File: config.mk
export PLATFORM = sky130hd
export DESIGN_NAME = match_pin_ctrl
export DESIGN_NICKNAME = d
export VERILOG_FILES = /design/src/rtl/match_pin_pkg.sv /design/src/rtl/match_hit_detect.sv /design/src/rtl/match_act_store.sv /design/src/rtl/match_bit_state.sv /design/src/rtl/match_pin_ctrl.sv
export SDC_FILE = /design/constraint.sdc
export NUM_CORES = 1
export LEC_CHECK = 0
export BUFFER_PORTS_ARGS = -buffer_cell sky130_fd_sc_hd__buf_2
export CORE_AREA = 2 2 39 41
export DETAILED_ROUTE_END_ITERATION = 10
export DIE_AREA = 0 0 41 43
export MAX_ROUTING_LAYER = met4
export PLACE_DENSITY = 0.68
export SYNTH_ARGS = -nofsm -noshare
export SYNTH_HDL_FRONTEND = slang
export SYNTH_HIERARCHICAL = 1
export SYNTH_SLANG_ARGS = --single-unit
File: constraint.sdc
create_clock -name clk -period 1 [get_ports clk]
set_input_delay 0.05 -clock clk [delete_from_list [all_inputs] [get_ports clk]]
set_output_delay 0.05 -clock clk [all_outputs]
set_load 0.02 [all_outputs]
File: src/rtl/match_pin_pkg.sv
package match_pin_pkg;
  typedef enum logic [1:0] {
    ACT_HOLD   = 2'b00,
    ACT_CLEAR  = 2'b01,
    ACT_SET    = 2'b10,
    ACT_INVERT = 2'b11
  } act_code_t;
endpackage

File: src/rtl/match_hit_detect.sv
module match_hit_detect #(
  parameter int CNT_W = 16
) (
  input  logic             cnt_en,
  input  logic             cnt_tick,
  input  logic [CNT_W-1:0] cnt_val,
  input  logic [CNT_W-1:0] cmp_val,
  output logic             hit
);
  logic equal;
  // Qualify the compare so that a value resting between ticks fires once only.
  assign equal = (cnt_val == cmp_val);
  assign hit   = cnt_en & cnt_tick & equal;
endmodule

File: src/rtl/match_act_store.sv
module match_act_store
  import match_pin_pkg::*;
(
  input  logic      clk,
  input  logic      rst_n,
  input  logic      wr,
  input  logic [1:0] wdata,
  output act_code_t code
);
  always_ff @(posedge clk or negedge rst_n) begin
    if (!rst_n)  code <= ACT_HOLD;
    else if (wr) code <= act_code_t'(wdata);
  end
endmodule

File: src/rtl/match_bit_state.sv
module match_bit_state
  import match_pin_pkg::*;
(
  input  logic      clk,
  input  logic      rst_n,
  input  logic      hit,
  input  act_code_t code,
  input  logic      wr,
  input  logic      wdata,
  output logic      state
);
  logic nxt;

  always_comb begin
    nxt = state;
    if (wr) nxt = wdata;
    // A compare event overrides a software write in the same cycle.
    if (hit) begin
      unique case (code)
        ACT_CLEAR:  nxt = 1'b0;
        ACT_SET:    nxt = 1'b1;
        ACT_INVERT: nxt = ~state;
        default:    ;
      endcase
    end
  end

  always_ff @(posedge clk or negedge rst_n) begin
    if (!rst_n) state <= 1'b0;
    else        state <= nxt;
  end
endmodule

File: src/rtl/match_pin_ctrl.sv
module match_pin_ctrl
  import match_pin_pkg::*;
#(
  parameter int CNT_W = 16
) (
  input  logic             clk,
  input  logic             rst_n,
  input  logic             cnt_en,
  input  logic             cnt_tick,
  input  logic [CNT_W-1:0] cnt_val,
  input  logic [CNT_W-1:0] cmp_val,
  input  logic             act_wr,
  input  logic [1:0]       act_wdata,
  input  logic             bit_wr,
  input  logic             bit_wdata,
  output logic [1:0]       act_rd,
  output logic             bit_rd,
  output logic             pin_out
);
  logic      hit;
  act_code_t code;
  logic      state;

  match_hit_detect #(.CNT_W(CNT_W)) u_hit (
    .cnt_en   (cnt_en),
    .cnt_tick (cnt_tick),
    .cnt_val  (cnt_val),
    .cmp_val  (cmp_val),
    .hit      (hit)
  );

  match_act_store u_act (
    .clk   (clk),
    .rst_n (rst_n),
    .wr    (act_wr),
    .wdata (act_wdata),
    .code  (code)
  );

  match_bit_state u_bit (
    .clk   (clk),
    .rst_n (rst_n),
    .hit   (hit),
    .code  (code),
    .wr    (bit_wr),
    .wdata (bit_wdata),
    .state (state)
  );

  assign act_rd  = code;
  assign bit_rd  = state;
  assign pin_out = state;
endmodule

==> impl_metrics.json, run 1 <==
{
  "clock_path_buffers": 2,
  "routed_via_density": 4.31,
  "peakVddDrop_mv": 0.360,
  "ant_nets": 0,
  "cts_sinks": 3,
  "synth.net_count": 73,
  "relSlewSlack_pct": 83.0,
  "syn2layout_area_growth_pct": 95.7,
  "clockPowerShare_pct": 35.7,
  "drc": 0,
  "r2r_start": "u_bit/state",
  "grt.total_usage_pct": 11.8,
  "min_period_ps": 1320,
  "cts_buffers": 3,
  "switching_share_pct": 28.5,
  "worst_slack_ps": -322,
  "post-dp-hpwl_um": 788,
  "antenna_found_initial": 0,
  "setup_viol": 1,
  "end_kind": "register",
  "syn_area_um2": 318,
  "p_seq_share_pct": 24.4,
  "grt_max_degree": 5,
  "vias": 418,
  "cp_cell_sequence": "buf_2, xnor2_2, nand4_1, or4_4, nor4_4, nand2_1, a32o_1",
  "grt_pass1_wl_mm": 1.45,
  "rsz0062_at_grt": "true",
  "tns_ps": -322,
  "layout-drive-gt1-share_pct": 66.7,
  "crit_arrival_ps": 1430,
  "crit_path_max_incr_delay_ps": 560,
  "synth_area_per_cell_um2": 9.93,
  "timing.rr.end": "u_bit/state",
  "ys_warn_count": 6,
  "reg2reg_depth": 2,
  "cp_max_fo": 2,
  "fmax_mhz": 757,
  "dieWidth_um": 41,
  "overflow": 0,
  "holdWs_ps": 65.8,
  "die_h_um": 43,
  "grt_pass1_vias": 437,
  "core_um2": 1380,
  "wire_per_inst_um": 9.59,
  "power-per-cell-area_nw_per_um2": 941,
  "status": "finished with violations",
  "drt_first_pass_iters": 4,
  "rrSetupSlack_ps": 30,
  "fin_worst_skew_ps": 3.77,
  "internal-power_w": 0.000418,
  "cts.clk_slew.worst_paths_ps": 40,
  "netlist_instances": 32,
  "synth.distinct_cells": 12,
  "maxCapViolations": 0,
  "synth-seq-area-share_pct": 23.6,
  "mostFrequentLayoutCells": "buf_2, xnor2_1",
  "antenna_cells": 0,
  "synthXorXnorAreaFrac_pct": 44.1,
  "report.final.slew_viol_count": 0,
  "htreeDepth": 1,
  "synth-compound-area-share_pct": 3.15,
  "start_util_pct": 23.0,
  "clkLatencyLatePin_ps": 230,
  "pin_count": 45,
  "synth.area.mux_share_pct": 10.6,
  "synth_top_family_by_area": "XOR/XNOR gates",
  "min_from": "act_wdata[0]",
  "required_ps": 1110,
  "worst_pin_slew_ps": 254,
  "p_switching_w": 0.000167,
  "root_buffer": "clkbuf_4",
  "dieArea_um2": 1760,
  "violations": "setup timing",
  "yosys.area_share.adder_pct": 0,
  "critPathLaunchType": "input port",
  "synth-simple-area-share_pct": 16.1,
  "holdPathEnd": "u_act/code[0]",
  "p_leak_nw": 0.307,
  "drtIter0Drc": 6,
  "place_congestion": 0.604,
  "wl_um": 930,
  "combinationalPowerShare_pct": 39.9,
  "num-nets-final": 123,
  "cpMaxStageDelayCell": "or4_4",
  "min_path_cells": 2,
  "post-route-period-util_pct": 132,
  "row_count": 14,
  "io_buffers": 44,
  "finalHoldViolations": 0,
  "worst-setup-path-type": "in2reg",
  "cts_tree": "yes",
  "layout_commonest_cell": "buf_2",
  "hp-class": "in2reg",
  "synth-seq-cells": 3
}
==> routing by layer <==
layer  part of all wire, %  up-vias  global-route usage [%]
met5                     0        -                       -
met4                     0        0                    6.00
met3                   8.6        0                    1.57
met2                    66       18                    24.1
met1                    25      190                    8.39
li1                      -      210                       -
==> worst max-delay path: cells and delay by family <==
kind / cells / cell delay [ps]
buffers and inverters: 1 / 120
xor gates and xnor gates: 1 / 150
AOI/OAI and AO/OA: 1 / 200
and+or+nand+nor: 4 / 910
==> Yosys cell counts (all sizes together) <==
cell type,count,area (µm²)
xnor2,13,114
xor2,3,26.3
nand3,1,5.00
nor4,1,12.5
buf,1,7.51
or4,1,7.51
mux2,3,33.8
nand4,3,18.8
dfrtp,3,75.1
a32o,1,10.0
nand2,2,7.51
==> flip-flops by register name (all words and copies together), names as in the netlist <==
name         cells
u_bit/state      1
u_act/code       2
==> repair_timing <==
item	CTS	global route
pin swaps	1	0
hold buffers	1	0
gates cloned	0	0
setup endpoints to repair	1	1
buffers inserted	0	0
hold endpoints to repair	3	0
resized for setup	2	2
==> layout make-up <==
class                           instances  area, µm²
Fill cell                             158        762
Multi-Input combinational cell         28        263
Timing Repair Buffer                   46        238
Sequential cell                         3       75.1
Clock buffer                            4       26.3
Tap cell                               16       20.0
==> worst max-delay path by stage <==
stage / startpoint / end / slack, ps / cells after the start
finish: cnt_val[15] / u_bit/state / -320 / 7
global route: cmp_val[7] / u_bit/state / -380 / 7
CTS: cmp_val[2] / u_bit/state / -290 / 7
detailed placement: cmp_val[2] / u_bit/state / -550 / 7
global placement: cmp_val[7] / u_bit/state / -520 / 7
floorplan: cmp_val[2] / u_bit/state / -350 / 6
==> logic make-up after synthesis <==
group,Yosys count
AND/OR/NAND/NOR,8
buffers and inverters,1
XOR/XNOR,16
AO/OA/AOI/OAI,1
multiplexers,3
flip-flops,3
==> power groups by stage <==
stage / clock [W] / combinational [W] / sequential (W)
floorplan: 0 / 0.0000880 / 0.000161
global placement: 0 / 0.000213 / 0.000144
detailed placement: 0 / 0.000218 / 0.000145
CTS: 0.000216 / 0.000227 / 0.000143
global route: 0.000243 / 0.000256 / 0.000145
finish: 0.000209 / 0.000234 / 0.000143
==> metrics by stage <==
step | instance area [µm²] | std cells | utilization [%] | setup WS (ps) | total power, W
2_1_floorplan | 318 | 32 | - | -353 | 0.000249
4_1_cts | 607 | 97 | 43.9 | -292 | 0.000587
5_1_grt | 622 | 97 | 44.9 | -376 | 0.000644
3_3_place_gp | 558 | 92 | 40.3 | -523 | 0.000358
3_5_place_dp | 558 | 92 | 40.3 | -552 | 0.000363
6_report | 622 | 97 | 44.9 | -322 | 0.000585
(Power assumes the default switching activity.)
==> inputs of run 2 (changes only) <==
--- a/config.mk
+++ b/config.mk
@@ -5,12 +5,13 @@
 export SDC_FILE = /design/constraint.sdc
 export NUM_CORES = 1
 export LEC_CHECK = 0
+export ABC_AREA = 1
 export BUFFER_PORTS_ARGS = -buffer_cell sky130_fd_sc_hd__buf_2
 export CORE_AREA = 2 2 39 41
 export DETAILED_ROUTE_END_ITERATION = 10
 export DIE_AREA = 0 0 41 43
 export MAX_ROUTING_LAYER = met4
-export PLACE_DENSITY = 0.68
+export PLACE_DENSITY = 0.76
 export SYNTH_ARGS = -nofsm -noshare
 export SYNTH_HDL_FRONTEND = slang
 export SYNTH_HIERARCHICAL = 1
==> run 2 against run 1 <==
Clock skew down 3.1 ps. Cell count up 49%. Maximum frequency up 54%. Non-clock buffer count down 1. Critical path type is now reg2out. Via count up 43%. Combinational power down 3%. Hold slack worse by 43 ps. Core utilization up 4.9 points. Die area unchanged. Clock-buffer cell count unchanged. The flow now finishes without violations. Power down 0.58%. Sequential power about the same.
==> impl_metrics.json, run 2 <==
{
  "wl_mm": 1.08,
  "cpMaxStageDelayCell": "dfrtp_1",
  "seq_area_um2": 75.1,
  "maxCapViolations": 0,
  "ys_top_cells_by_area": "nand2_1, dfrtp_1, inv_1",
  "netlist_instances": 81,
  "dieArea_um2": 1760,
  "wire_per_inst_um": 7.43,
  "rsz0062_at_grt": "false",
  "cp_max_fo": 4,
  "cts_tree": "yes",
  "synth_largest_area_cell": "nand2_1",
  "synth-seq-area-share_pct": 17.9,
  "final_util_pct": 49.8,
  "synth-simple-area-share_pct": 43.5,
  "cts_setup_buffers": 0,
  "cts_buffers": 3,
  "ys.flop_type": "dfrtp_1",
  "clkLatencyLatePin_ps": 230,
  "yosys.area_share.adder_pct": 0,
  "num-nets-final": 171,
  "tns_ps": 0,
  "p_leak_nw": 0.461,
  "cts.clk_slew.worst_paths_ps": 40,
  "regMostFlops": "u_act/code",
  "vias": 598,
  "yosysMostFrequentCell": "nand2_1",
  "pin_count": 45,
  "path_buf_inv": 1,
  "synth_top_family_by_area": "simple AND/OR/NAND/NOR gates",
  "report.final.slew_viol_count": 0,
  "crit_path_max_incr_delay_ps": 410,
  "stdcell_count": 145,
  "worst-setup-path-type": "reg2out",
  "drc": 0,
  "critPathLaunchType": "register",
  "synth_area_per_cell_um2": 5.19,
  "dpl.cell_count": 140,
  "syn_area_um2": 420,
  "relSlewSlack_pct": 90.5,
  "core_um2": 1380,
  "dieWidth_um": 41,
  "grt_pass1_vias": 524,
  "crit_arrival_ps": 810,
  "reg_top3": "u_act/code: 2 flops, u_bit/state: 1 flops",
  "overflow": 0,
  "grt_max_degree": 5,
  "layout_commonest_cell": "buf_2",
  "multi_input_area_um2": 263,
  "mostFrequentLayoutCells": "buf_2, nand2_1, inv_1, nor2_1",
  "power-per-cell-area_nw_per_um2": 844,
  "antenna_cells": 0,
  "die_h_um": 43,
  "fmax_mhz": 1170,
  "synth_async_sr_flop_share_pct": 100,
  "hp-class": "in2reg",
  "synth.net_count": 122,
  "grt.total_usage_pct": 15.8,
  "largest_reg_flops": 2,
  "root_buffer": "clkbuf_4",
  "peakVddDrop_mv": 0.432,
  "post-dp-hpwl_um": 947,
  "post-route-period-util_pct": 85.8,
  "antenna_found_initial": 0,
  "row_count": 14,
  "min_period_ps": 858,
  "cp_cell_sequence": "buf_2",
  "layout-drive-gt1-share_pct": 39.5,
  "synthXorXnorAreaFrac_pct": 12.5,
  "synth-compound-area-share_pct": 6.55,
  "worst_pin_slew_ps": 140,
  "ant_nets": 0,
  "fillers": 161,
  "required_ps": 950,
  "cts_sinks": 3,
  "drtIter0Drc": 3,
  "synth.area.mux_share_pct": 0,
  "synth.distinct_cells": 15,
  "start_util_pct": 30.4,
  "cp_top_family": "flip-flops",
  "end_kind": "output port",
  "syn2layout_area_growth_pct": 64.0,
  "status": "finished clean",
  "synth_top_cells_by_count": "nand2_1, inv_1, nor2_1",
  "synth-seq-cells": 3,
  "grt_pass1_wl_mm": 1.81,
  "synth_edf_count": 0,
  "io_buffers": 44,
  "setup_viol": 0,
  "fin_worst_skew_ps": 0.689,
  "finalHoldViolations": 0,
  "routed_via_density": 4.12,
  "htreeDepth": 1,
  "clock_path_buffers": 2,
  "drt_first_pass_iters": 2,
  "place_congestion": 0.643,
  "ys_warn_count": 6,
  "synth_top_cell_area_share_pct": 29.5
}
[run 2: per-layer routing]
layer  share of wire, %  track usage [%]
met1                 38             14.6
met2                 52             26.3
met3                7.8             4.71
met4                2.0             10.0
met5                  0                -
[run 2: per-stage QoR]
stage	hold slack (ps)	worst slack, ps	power (W)	area, µm²
finish	22.4	142	0.000582	689
global route	20.1	103	0.000639	689
CTS	22.5	139	0.000588	689
detailed placement	-154	3.22	0.000371	653
global placement	-154	48.1	0.000366	653
floorplan	-246	198	0.000259	420
[run 2: layout make-up]
type / count / area share, %
clock buffer: 4 / 3.81
tap: 16 / 2.90
sequential: 3 / 10.9
timing repair buffer: 45 / 33.4
inverter: 20 / 10.9
multi-input combinational: 57 / 38.1
[run 2: where the power goes]
part	total [W]	switching [W]	internal [W]
Sequential	0.000143	0.0000103	0.000133
Clock	0.000211	0.0000619	0.000150
Combinational	0.000227	0.000112	0.000116
[run 2: cell families after synthesis]
family / Yosys count
simple gates: 46
buf+inv: 21
xor+xnor: 6
compound gates: 5
flops: 3
[run 2: repair_timing]
item	CTS	global route
hold buffers	1	0
endpoints found under the setup margin	0	0
resized for setup	0	0
hold endpoints to repair	3	0
[run 2: worst paths after layout]
path                               start            end  slack (ps)  cells past startpoint
max in group asynchronous          rst_n    u_bit/state         730                      2
min in group asynchronous          rst_n  u_act/code[1]         170                      2
max                        u_act/code[0]      act_rd[0]         140                      1
max reg2reg                  u_bit/state    u_bit/state         280                      4
min reg2reg                u_act/code[1]  u_act/code[1]         510                      2
min                         act_wdata[0]  u_act/code[0]          20                      3
